--- src/rtl/irq_prio_pkg.sv ---
package irq_prio_pkg;
  localparam int NIRQ   = 8;
  localparam int IDX_W  = $clog2(NIRQ);
  localparam int DW     = 8;
  localparam int VW     = 16;
  localparam logic [DW-1:0] CALL_OP    = 8'hCD;
  localparam logic [DW-1:0] CMD_EOI    = 8'h20;
  localparam logic [DW-1:0] CMD_RD_REQ = 8'h0A;
  localparam logic [DW-1:0] CMD_RD_SRV = 8'h0B;

  typedef enum logic [1:0] {
    PH_IDLE = 2'd0,
    PH_LOW  = 2'd1,
    PH_HIGH = 2'd2
  } ack_ph_t;
endpackage

--- src/rtl/irq_req_sense.sv ---
module irq_req_sense #(
  parameter int N = 8
) (
  input  logic         clk,
  input  logic         rst,
  input  logic         level_mode,
  input  logic [N-1:0] lines,
  input  logic [N-1:0] clr,
  output logic [N-1:0] req
);
  logic [N-1:0] prev_q;
  logic [N-1:0] req_q;

  for (genvar g = 0; g < N; g++) begin : g_line
    always_ff @(posedge clk) begin
      if (rst) begin
        prev_q[g] <= 1'b0;
        req_q[g]  <= 1'b0;
      end else begin
        prev_q[g] <= lines[g];
        if (level_mode)
          req_q[g] <= lines[g] & ~clr[g];
        else
          req_q[g] <= (req_q[g] & ~clr[g]) | (lines[g] & ~prev_q[g]);
      end
    end
  end

  assign req = req_q;
endmodule

--- src/rtl/irq_resolver.sv ---
module irq_resolver #(
  parameter int N     = 8,
  parameter int IDX_W = $clog2(N)
) (
  input  logic [N-1:0]     req,
  input  logic [N-1:0]     mask,
  input  logic [N-1:0]     srv,
  output logic             raise,
  output logic [IDX_W-1:0] win_idx,
  output logic [N-1:0]     win_onehot,
  output logic [N-1:0]     top_srv_onehot
);
  logic [N-1:0]     pend;
  logic             p_valid, s_valid;
  logic [IDX_W-1:0] p_idx, s_idx;

  always_comb begin
    pend    = req & ~mask;
    p_valid = 1'b0;
    s_valid = 1'b0;
    p_idx   = '0;
    s_idx   = '0;
    for (int i = N - 1; i >= 0; i--) begin
      if (pend[i]) begin
        p_valid = 1'b1;
        p_idx   = IDX_W'(i);
      end
      if (srv[i]) begin
        s_valid = 1'b1;
        s_idx   = IDX_W'(i);
      end
    end
    raise          = p_valid && (!s_valid || (p_idx < s_idx));
    win_idx        = p_idx;
    win_onehot     = p_valid ? (N'(1) << p_idx) : '0;
    top_srv_onehot = s_valid ? (N'(1) << s_idx) : '0;
  end
endmodule

--- src/rtl/irq_vector_gen.sv ---
module irq_vector_gen #(
  parameter int VW    = 16,
  parameter int IDX_W = 3
) (
  input  logic [VW-1:0]    base,
  input  logic             wide,
  input  logic [IDX_W-1:0] idx,
  output logic [VW-1:0]    vec
);
  localparam int SH4 = 2;
  localparam int SH8 = 3;
  localparam logic [VW-1:0] ALN4 = VW'((1 << (IDX_W + SH4)) - 1);
  localparam logic [VW-1:0] ALN8 = VW'((1 << (IDX_W + SH8)) - 1);

  always_comb begin
    if (wide)
      vec = (base & ~ALN8) | (VW'(idx) << SH8);
    else
      vec = (base & ~ALN4) | (VW'(idx) << SH4);
  end
endmodule

--- src/rtl/irq_prio_ctrl.sv ---
module irq_prio_ctrl
  import irq_prio_pkg::*;
(
  input  logic          clk,
  input  logic          rst,
  input  logic [NIRQ-1:0] irq_in,
  input  logic          cs,
  input  logic          wr,
  input  logic          rd,
  input  logic          a0,
  input  logic [DW-1:0] din,
  output logic [DW-1:0] dout,
  input  logic          inta,
  output logic          int_out
);
  logic [NIRQ-1:0]  irr_q, mask_q, isr_q, isr_nxt;
  logic [NIRQ-1:0]  win_oh, eoi_oh, req_clr;
  logic [IDX_W-1:0] win_idx, win_q;
  logic             raise, level_q, wide_q, rsel_q, hi_wait_q, int_q;
  logic [VW-1:0]    base_q, vec;
  logic [DW-1:0]    dout_q;
  ack_ph_t          phase_q;
  logic             wr_cmd, wr_mask, rd_acc, ack_first, take, is_cfg, do_eoi;

  assign wr_cmd    = cs & wr & ~a0;
  assign wr_mask   = cs & wr & a0;
  assign rd_acc    = cs & rd;
  assign ack_first = inta && (phase_q == PH_IDLE);
  assign take      = ack_first && raise;
  assign req_clr   = take ? win_oh : '0;
  assign is_cfg    = wr_cmd && !hi_wait_q && (din[7:6] == 2'b11);
  assign do_eoi    = wr_cmd && !hi_wait_q && (din == CMD_EOI);

  irq_req_sense #(.N(NIRQ)) u_sense (
    .clk(clk), .rst(rst), .level_mode(level_q),
    .lines(irq_in), .clr(req_clr), .req(irr_q)
  );

  irq_resolver #(.N(NIRQ), .IDX_W(IDX_W)) u_res (
    .req(irr_q), .mask(mask_q), .srv(isr_q),
    .raise(raise), .win_idx(win_idx),
    .win_onehot(win_oh), .top_srv_onehot(eoi_oh)
  );

  irq_vector_gen #(.VW(VW), .IDX_W(IDX_W)) u_vec (
    .base(base_q), .wide(wide_q), .idx(win_q), .vec(vec)
  );

  always_comb begin
    isr_nxt = isr_q;
    if (do_eoi) isr_nxt = isr_nxt & ~eoi_oh;
    if (take)   isr_nxt = isr_nxt | win_oh;
  end

  always_ff @(posedge clk) begin
    if (rst) begin
      mask_q    <= '0;
      isr_q     <= '0;
      level_q   <= 1'b0;
      wide_q    <= 1'b0;
      rsel_q    <= 1'b0;
      hi_wait_q <= 1'b0;
      base_q    <= '0;
      win_q     <= '1;
      phase_q   <= PH_IDLE;
      int_q     <= 1'b0;
      dout_q    <= '0;
    end else begin
      isr_q <= isr_nxt;
      if (wr_mask) mask_q <= din;
      if (wr_cmd) begin
        if (hi_wait_q) begin
          base_q[VW-1:DW] <= din;
          hi_wait_q       <= 1'b0;
        end else if (is_cfg) begin
          level_q        <= din[0];
          wide_q         <= din[1];
          base_q[DW-1:0] <= {din[4:2], 5'b0};
          hi_wait_q      <= 1'b1;
        end else if (din == CMD_RD_REQ) begin
          rsel_q <= 1'b0;
        end else if (din == CMD_RD_SRV) begin
          rsel_q <= 1'b1;
        end
      end
      if (inta) begin
        unique case (phase_q)
          PH_IDLE: begin
            dout_q  <= CALL_OP;
            win_q   <= raise ? win_idx : '1;
            phase_q <= PH_LOW;
          end
          PH_LOW: begin
            dout_q  <= vec[DW-1:0];
            phase_q <= PH_HIGH;
          end
          default: begin
            dout_q  <= vec[VW-1:DW];
            phase_q <= PH_IDLE;
          end
        endcase
      end else if (rd_acc) begin
        dout_q <= a0 ? mask_q : (rsel_q ? isr_q : irr_q);
      end
      int_q <= raise && (phase_q == PH_IDLE) && !inta;
    end
  end

  assign dout    = dout_q;
  assign int_out = int_q;
endmodule

--- config.mk ---
export PLATFORM = sky130hd
export DESIGN_NAME = irq_prio_ctrl
export DESIGN_NICKNAME = d
export VERILOG_FILES = /design/src/rtl/irq_prio_pkg.sv /design/src/rtl/irq_req_sense.sv /design/src/rtl/irq_resolver.sv /design/src/rtl/irq_vector_gen.sv /design/src/rtl/irq_prio_ctrl.sv
export SDC_FILE = /design/constraint.sdc
export NUM_CORES = 1
export LEC_CHECK = 0
export BUFFER_PORTS_ARGS = -buffer_cell sky130_fd_sc_hd__buf_2
export CORE_MARGIN = 2
export CORE_UTILIZATION = 50
export CTS_CLUSTER_DIAMETER = 150
export DETAILED_ROUTE_END_ITERATION = 8
export GPL_ROUTABILITY_DRIVEN = 0
export PLACE_DENSITY = 0.69
export SYNTH_ARGS = -nofsm -noshare
export SYNTH_HDL_FRONTEND = slang
export SYNTH_SLANG_ARGS = --single-unit
--- constraint.sdc ---
create_clock -name clk -period 2.83 [get_ports clk]
set_input_delay 0.1415 -clock clk [delete_from_list [all_inputs] [get_ports clk]]
set_output_delay 0.1415 -clock clk [all_outputs]
set_load 0.02 [all_outputs]
==> impl_results.md, run 1 <==
* Num CTS Buffers at 9
* Area growth syn-to-layout at 11.6%
* Yosys warning total at 0
* Max IR drop VDD at 0.000388 V
* Most common cell after layout, fill and taps aside: dfxtp_1
* Status: completed
* Pins Over Slew Limit at 0
* Mapped Avg Cell Area at 8.01 sq um
* Seq cells post-synth at 61
* Crit-path max FO at 15
* Async SR Flop Fraction at 0
* Most frequent cells in the layout: dfxtp_1 (61), nor2_1 (54), nand2_1 (50)
* Seq/Total Area, Yosys at 0.396
* Skew final at 0.0136 ns
* Max-slew headroom at 0.490
* Pwr Total at 2.11 mW
* Die Wd at 82.5 um
* Worst slack, placed at 0.399 ns
* First-pass GRT wire length at 12,700 um
* Total setup buffers inserted after CTS at 0
* H-Tree Depth at 3
* Leakage at 1.36 nW
* CTS Hold Bufs at 0
* Placed instance count at 471
* Sum Neg Setup Slack at 0 ns
* Layout cells sized above 1 at 0.138
* Crit end category: flop
* Tot GR Track Use at 0.253
* Tmin final at 2.47 ns
* Detail Route Antenna Nets at 0
* Detailed Route WL at 7670 um
* Top Ports at 32
* Syn Inst Count at 385
* Clk buf depth at 2
* Fin nets at 432
* Number of enable flip-flop cells after synthesis at 0
* CTS tree: yes
* Period utilisation layout at 0.872
* Die Ht at 82.5 um
* Max-cap violations at 0
* Port Buf Inserts at 31
* RSZ-0062 raised after global routing: false
* CP arrival at 2.71 ns
* Cell Area, Synth at 3080 sq um
* Core ar. at 5960 sq um
* Final Hold Viols at 0
* Wire length per cell at 15.7 um
* Die ar. at 6810 sq um
* WP buf/inv at 0
* Post-route insts no fill at 487
* Hold Crit Class: in -> reg
* Tightest Pin Transition at 0.758 ns
* Power density over cell area at 614 nW/um^2
* Largest net degree at the start of global routing at 27
* CP Class: reg -> reg
* Remaining DRCs at 0
* Setup slack after layout at 0.362 ns
* Worst path max stage delay at 0.57 ns
* Synth unique cells at 53
* Fillers at 585
* # clock sinks at 61
* Critical path required time at 3.07 ns
* Highest Clock Rate at 405 MHz
* Initial core utilization at 0.518
* # rows at 28
* Diodes inserted at 0
* Startpoint type of the worst setup path: flop
* Post-detail-place hpwl at 5790 um
* Post-cts sizing count at 0
* CP cell instances: or4_4 -> nand2b_1 -> ha_1 -> o21a_1 -> o22ai_4 -> a31o_4 -> nor4b_2 -> o21bai_1
* Final setup vio count at 0
* Worst-skew pair later-pin latency at 0.35 ns
* Syn nets at 410
* Clk slew on worst S/H paths at 0.07 ns
* Via/cell ratio at 5.79
* Iteration count of the initial detailed-routing pass at 4
* Final Util at 0.578
* CP top delay family: simple AND/OR/NAND/NOR gates
* Root buffer selected by CTS: clkbuf_8
* DRT iter0 DRCs at 224
* Global route overflow at 0
* Primary FF master, synth: dfxtp_1
* Routed vias at 2,818
* Slowest stage cell on the critical path: or4_4
* Vias in the first global route at 2,626
* Initial antenna violation count at 0
## layout make-up
cell class              count  area (sq um)  share of cell area
multi-input cells         292          1720               0.499
flip-flops and latches     61          1220               0.355
repair buffers             33           170              0.0494
clock buffers              13           159              0.0461
well taps                  75          93.8              0.0273
clock inverters             3          43.8              0.0127
inverters                  10          37.5              0.0109
## registers in the layout (all words and copies together) (netlist names)
signal,cells
wide_q,1
base_q,11
mask_q,8
rsel_q,1
level_q,1
phase_q,2
isr_q,8
u_sense.prev_q,8
win_q,3
u_sense.req,8
dout,8
hi_wait_q,1
int_out,1
## power by group
part	internal [mW]	switching, mW	total (mW)
Sequential	0.903	0.0406	0.944
Clock	0.455	0.340	0.796
Combinational	0.149	0.224	0.373
Total	1.51	0.605	2.11
## per-stage QoR
| step | hold slack [ns] | instance area [sq um] |
|---|---|---|
| 6_report | 0.0330 | 3440 |
| 5_1_grt | 0.0411 | 3440 |
| 4_1_cts | 0.0229 | 3440 |
| 3_5_place_dp | 0.389 | 3240 |
| 3_3_place_gp | 0.384 | 3240 |
| 2_1_floorplan | 0.270 | 3080 |
## worst paths after layout
check                   from                 to  slack, ns  cells past startpoint
setup reg to reg    isr_q[2]           win_q[1]       0.36                      8
hold reg to reg   base_q[15]         base_q[15]       0.47                      2
setup / recovery    isr_q[2]           win_q[1]       0.36                      8
hold / removal     irq_in[6]  u_sense.prev_q[6]       0.03                      2
## logic make-up after synthesis
family          count (synthesis)  synth area share
simple gates                  170             0.267
fa+ha+maj                       2           0.00811
flops                          61             0.396
compound gates                 95             0.200
buf+inv                        32            0.0471
mux                            25            0.0824
## layer usage
| layer | wire, um | up-vias | track usage | part of all wire |
|---|---|---|---|---|
| met4 | 234 | 0 | 0.139 | 0.031 |
| met3 | 545 | 20 | 0.0435 | 0.071 |
| met1 | 3490 | 1309 | 0.336 | 0.46 |
| met2 | 3390 | 102 | 0.389 | 0.44 |
| met5 | 0 | - | 0 | 0 |
| li1 | - | 1387 | - | - |
## Yosys cell counts, types with 3 or more instances
cell type   n  area, sq um
a21oi_1    37          185
dfxtp_1    61         1220
nor3_1      3         15.0
nand4_1     3         18.8
o21ai_0    16         80.1
inv_1      10         37.5
a31oi_1     3         18.8
nand3_1    12         60.1
o21ai_1     4         20.0
o21a_1      3         22.5
a211oi_1    8         60.1
or2_1       4         25.0
mux2i_1    22          220
and2_1      4         25.0
and3_1      4         25.0
nor2_1     54          203
nand2_1    50          188
nor2b_1    13         81.3
mux2_2      3         33.8
clkbuf_1   15         56.3
a32o_1      5         50.1
nand2b_1   11         68.8
No activity file was read; power rests on OpenSTA's default activity.
==> inputs of run 2 (changes only) <==
--- a/config.mk
+++ b/config.mk
@@ -8,10 +8,10 @@
 export BUFFER_PORTS_ARGS = -buffer_cell sky130_fd_sc_hd__buf_2
 export CORE_MARGIN = 2
 export CORE_UTILIZATION = 50
-export CTS_CLUSTER_DIAMETER = 150
 export DETAILED_ROUTE_END_ITERATION = 8
 export GPL_ROUTABILITY_DRIVEN = 0
 export PLACE_DENSITY = 0.69
+export REMOVE_ABC_BUFFERS = 1
 export SYNTH_ARGS = -nofsm -noshare
 export SYNTH_HDL_FRONTEND = slang
 export SYNTH_SLANG_ARGS = --single-unit
==> run 2 against run 1 <==
Sequential share of layout area decreased by 0.052 points; die area unchanged; routed wire length down 0.46%; critical path depth unchanged; non-clock buffer count is 2 higher; total power fell by 0.72%; worst setup slack lost 0.13 ns; maximum frequency fell by 5.1%; flip-flop and latch count did not move; global-route usage down 1.5 points; clock skew is 0.0028 ns lower; clock power down 3.0%; highest routed layer unchanged.
==> impl_results.md, run 2 (synthesis results as in run 1) <==
* Fin nets at 434
* Highest Clock Rate at 384 MHz
* Total setup buffers inserted after CTS at 0
* Clk slew on worst S/H paths at 0.07 ns
* Initial antenna violation count at 0
* Tot GR Track Use at 0.238
* First-pass GRT wire length at 12,100 um
* Vias in the first global route at 2,497
* CP cell instances: or4_4 -> nand2b_1 -> ha_1 -> o21a_1 -> o22ai_4 -> a31o_4 -> nor4b_2 -> o21bai_1
* Reg-to-reg slack, setup at 0.23 ns
* CP arrival at 2.85 ns
* Tightest Pin Transition at 0.762 ns
* Worst slack, placed at 0.322 ns
* Pins Over Slew Limit at 0
* Num CTS Buffers at 9
* Remaining DRCs at 0
* Post-detail-place hpwl at 5570 um
* Max FFs per register at 11
* Top Ports at 32
* Root buffer selected by CTS: clkbuf_8
* Skew final at 0.0108 ns
* CTS tree: yes
* H-Tree Depth at 3
* # rows at 28
* Layout cells sized above 1 at 0.143
* DRT iter0 DRCs at 253
* Core ar. at 5960 sq um
* Die Wd at 82.5 um
* Clk buf depth at 2
* Most frequent cells in the layout: dfxtp_1 (61), nor2_1 (54), nand2_1 (50)
* Capturing point of the worst reg2reg path: win_q[1]
* Worst path max stage delay at 0.58 ns
* Iteration count of the initial detailed-routing pass at 4
* Wire length per cell at 15.6 um
* CP Class: reg -> reg
* WP buf/inv at 0
* Power density over cell area at 608 nW/um^2
* Reg2reg path depth at 8
* Max-cap violations at 0
* Final Hold Viols at 0
* Post-cts sizing count at 0
* Setup slack after layout at 0.228 ns
* Routed vias at 2,816
* Final setup vio count at 0
* Worst-skew pair later-pin latency at 0.36 ns
* Most common cell after layout, fill and taps aside: dfxtp_1
* Max-slew headroom at 0.487
* Detail Route Antenna Nets at 0
* Die ar. at 6810 sq um
* Worst hold start: irq_in[4]
* Max IR drop VDD at 0.000426 V
* Pwr Total at 2.10 mW
* Hold Crit Class: in -> reg
* RR Startpoint: isr_q[2]
* Worst hold slack at 0.0237 ns
* Detailed Route WL at 7630 um
* Crit-path max FO at 15
* CP top delay family: simple AND/OR/NAND/NOR gates
* Endpoint of the worst hold path: u_sense.prev_q[4]
* Finished Cell Area at 3450 sq um
* Initial core utilization at 0.518
* CTS Hold Bufs at 0
* RSZ-0062 raised after global routing: false
* WHS Path Cells at 2
* Diodes inserted at 0
* Sum Neg Setup Slack at 0 ns
* Tmin final at 2.60 ns
* Global route overflow at 0
* Via/cell ratio at 5.76
* Slowest stage cell on the critical path: or4_4
* Largest net degree at the start of global routing at 35
* Area growth syn-to-layout at 11.8%
* # clock sinks at 61
* Status: completed
* Fillers at 545
* Critical path required time at 3.08 ns
* Placed Area at 3260 sq um
* Crit end category: flop
* Reg with most FFs: base_q
* Leakage at 1.36 nW
* Startpoint type of the worst setup path: flop
* Die Ht at 82.5 um
* Period utilisation layout at 0.919
* Port Buf Inserts at 31
-- run 2: where the power goes --
part	switching (mW)	total, mW	internal, mW	leakage, nW
registers	0.0385	0.942	0.904	0.500
clock network	0.344	0.772	0.428	0.0964
logic	0.232	0.384	0.152	0.765
-- run 2: worst max-delay path by stage --
stage / from / endpoint / slack (ns) / cells past startpoint
5_1_grt: isr_q[2] / win_q[1] / 0.09 / 8
3_5_place_dp: isr_q[2] / win_q[0] / 0.32 / 8
2_1_floorplan: isr_q[2] / win_q[0] / 0.56 / 8
6_report: isr_q[2] / win_q[1] / 0.23 / 8
4_1_cts: isr_q[2] / win_q[1] / 0.28 / 8
3_3_place_gp: isr_q[2] / win_q[1] / 0.38 / 8
-- run 2: stage by stage --
step,cells,util
after floorplan,363,-
after global placement,473,0.547
after detailed placement,473,0.547
after CTS,489,0.579
after global routing,489,0.579
final,489,0.579
-- run 2: layout make-up --
cell class / count / area [sq um] / share of cell area
flip-flops and latches: 61 / 1220 / 0.354
repair buffers: 35 / 185 / 0.0537
clock inverters: 4 / 47.5 / 0.0138
well taps: 75 / 93.8 / 0.0272
inverters: 10 / 37.5 / 0.0109
clock buffers: 12 / 145 / 0.0421
multi-input cells: 292 / 1720 / 0.498
-- run 2: per-layer routing --
metal,wire (um),share of wire,global-route usage
met1,3720,0.49,0.332
met2,3260,0.43,0.339
met3,436,0.057,0.0533
met4,218,0.029,0.130
met5,0,0,0
-- run 2: worst reg2reg max path, stage by stage (launching register included) --
cell      delay, ns
dfxtp_1        0.40
or4_4          0.58
nand2b_1       0.18
ha_1           0.33
o21a_1         0.16
o22ai_4        0.19
a31o_4         0.25
nor4b_2        0.31
o21bai_1       0.09
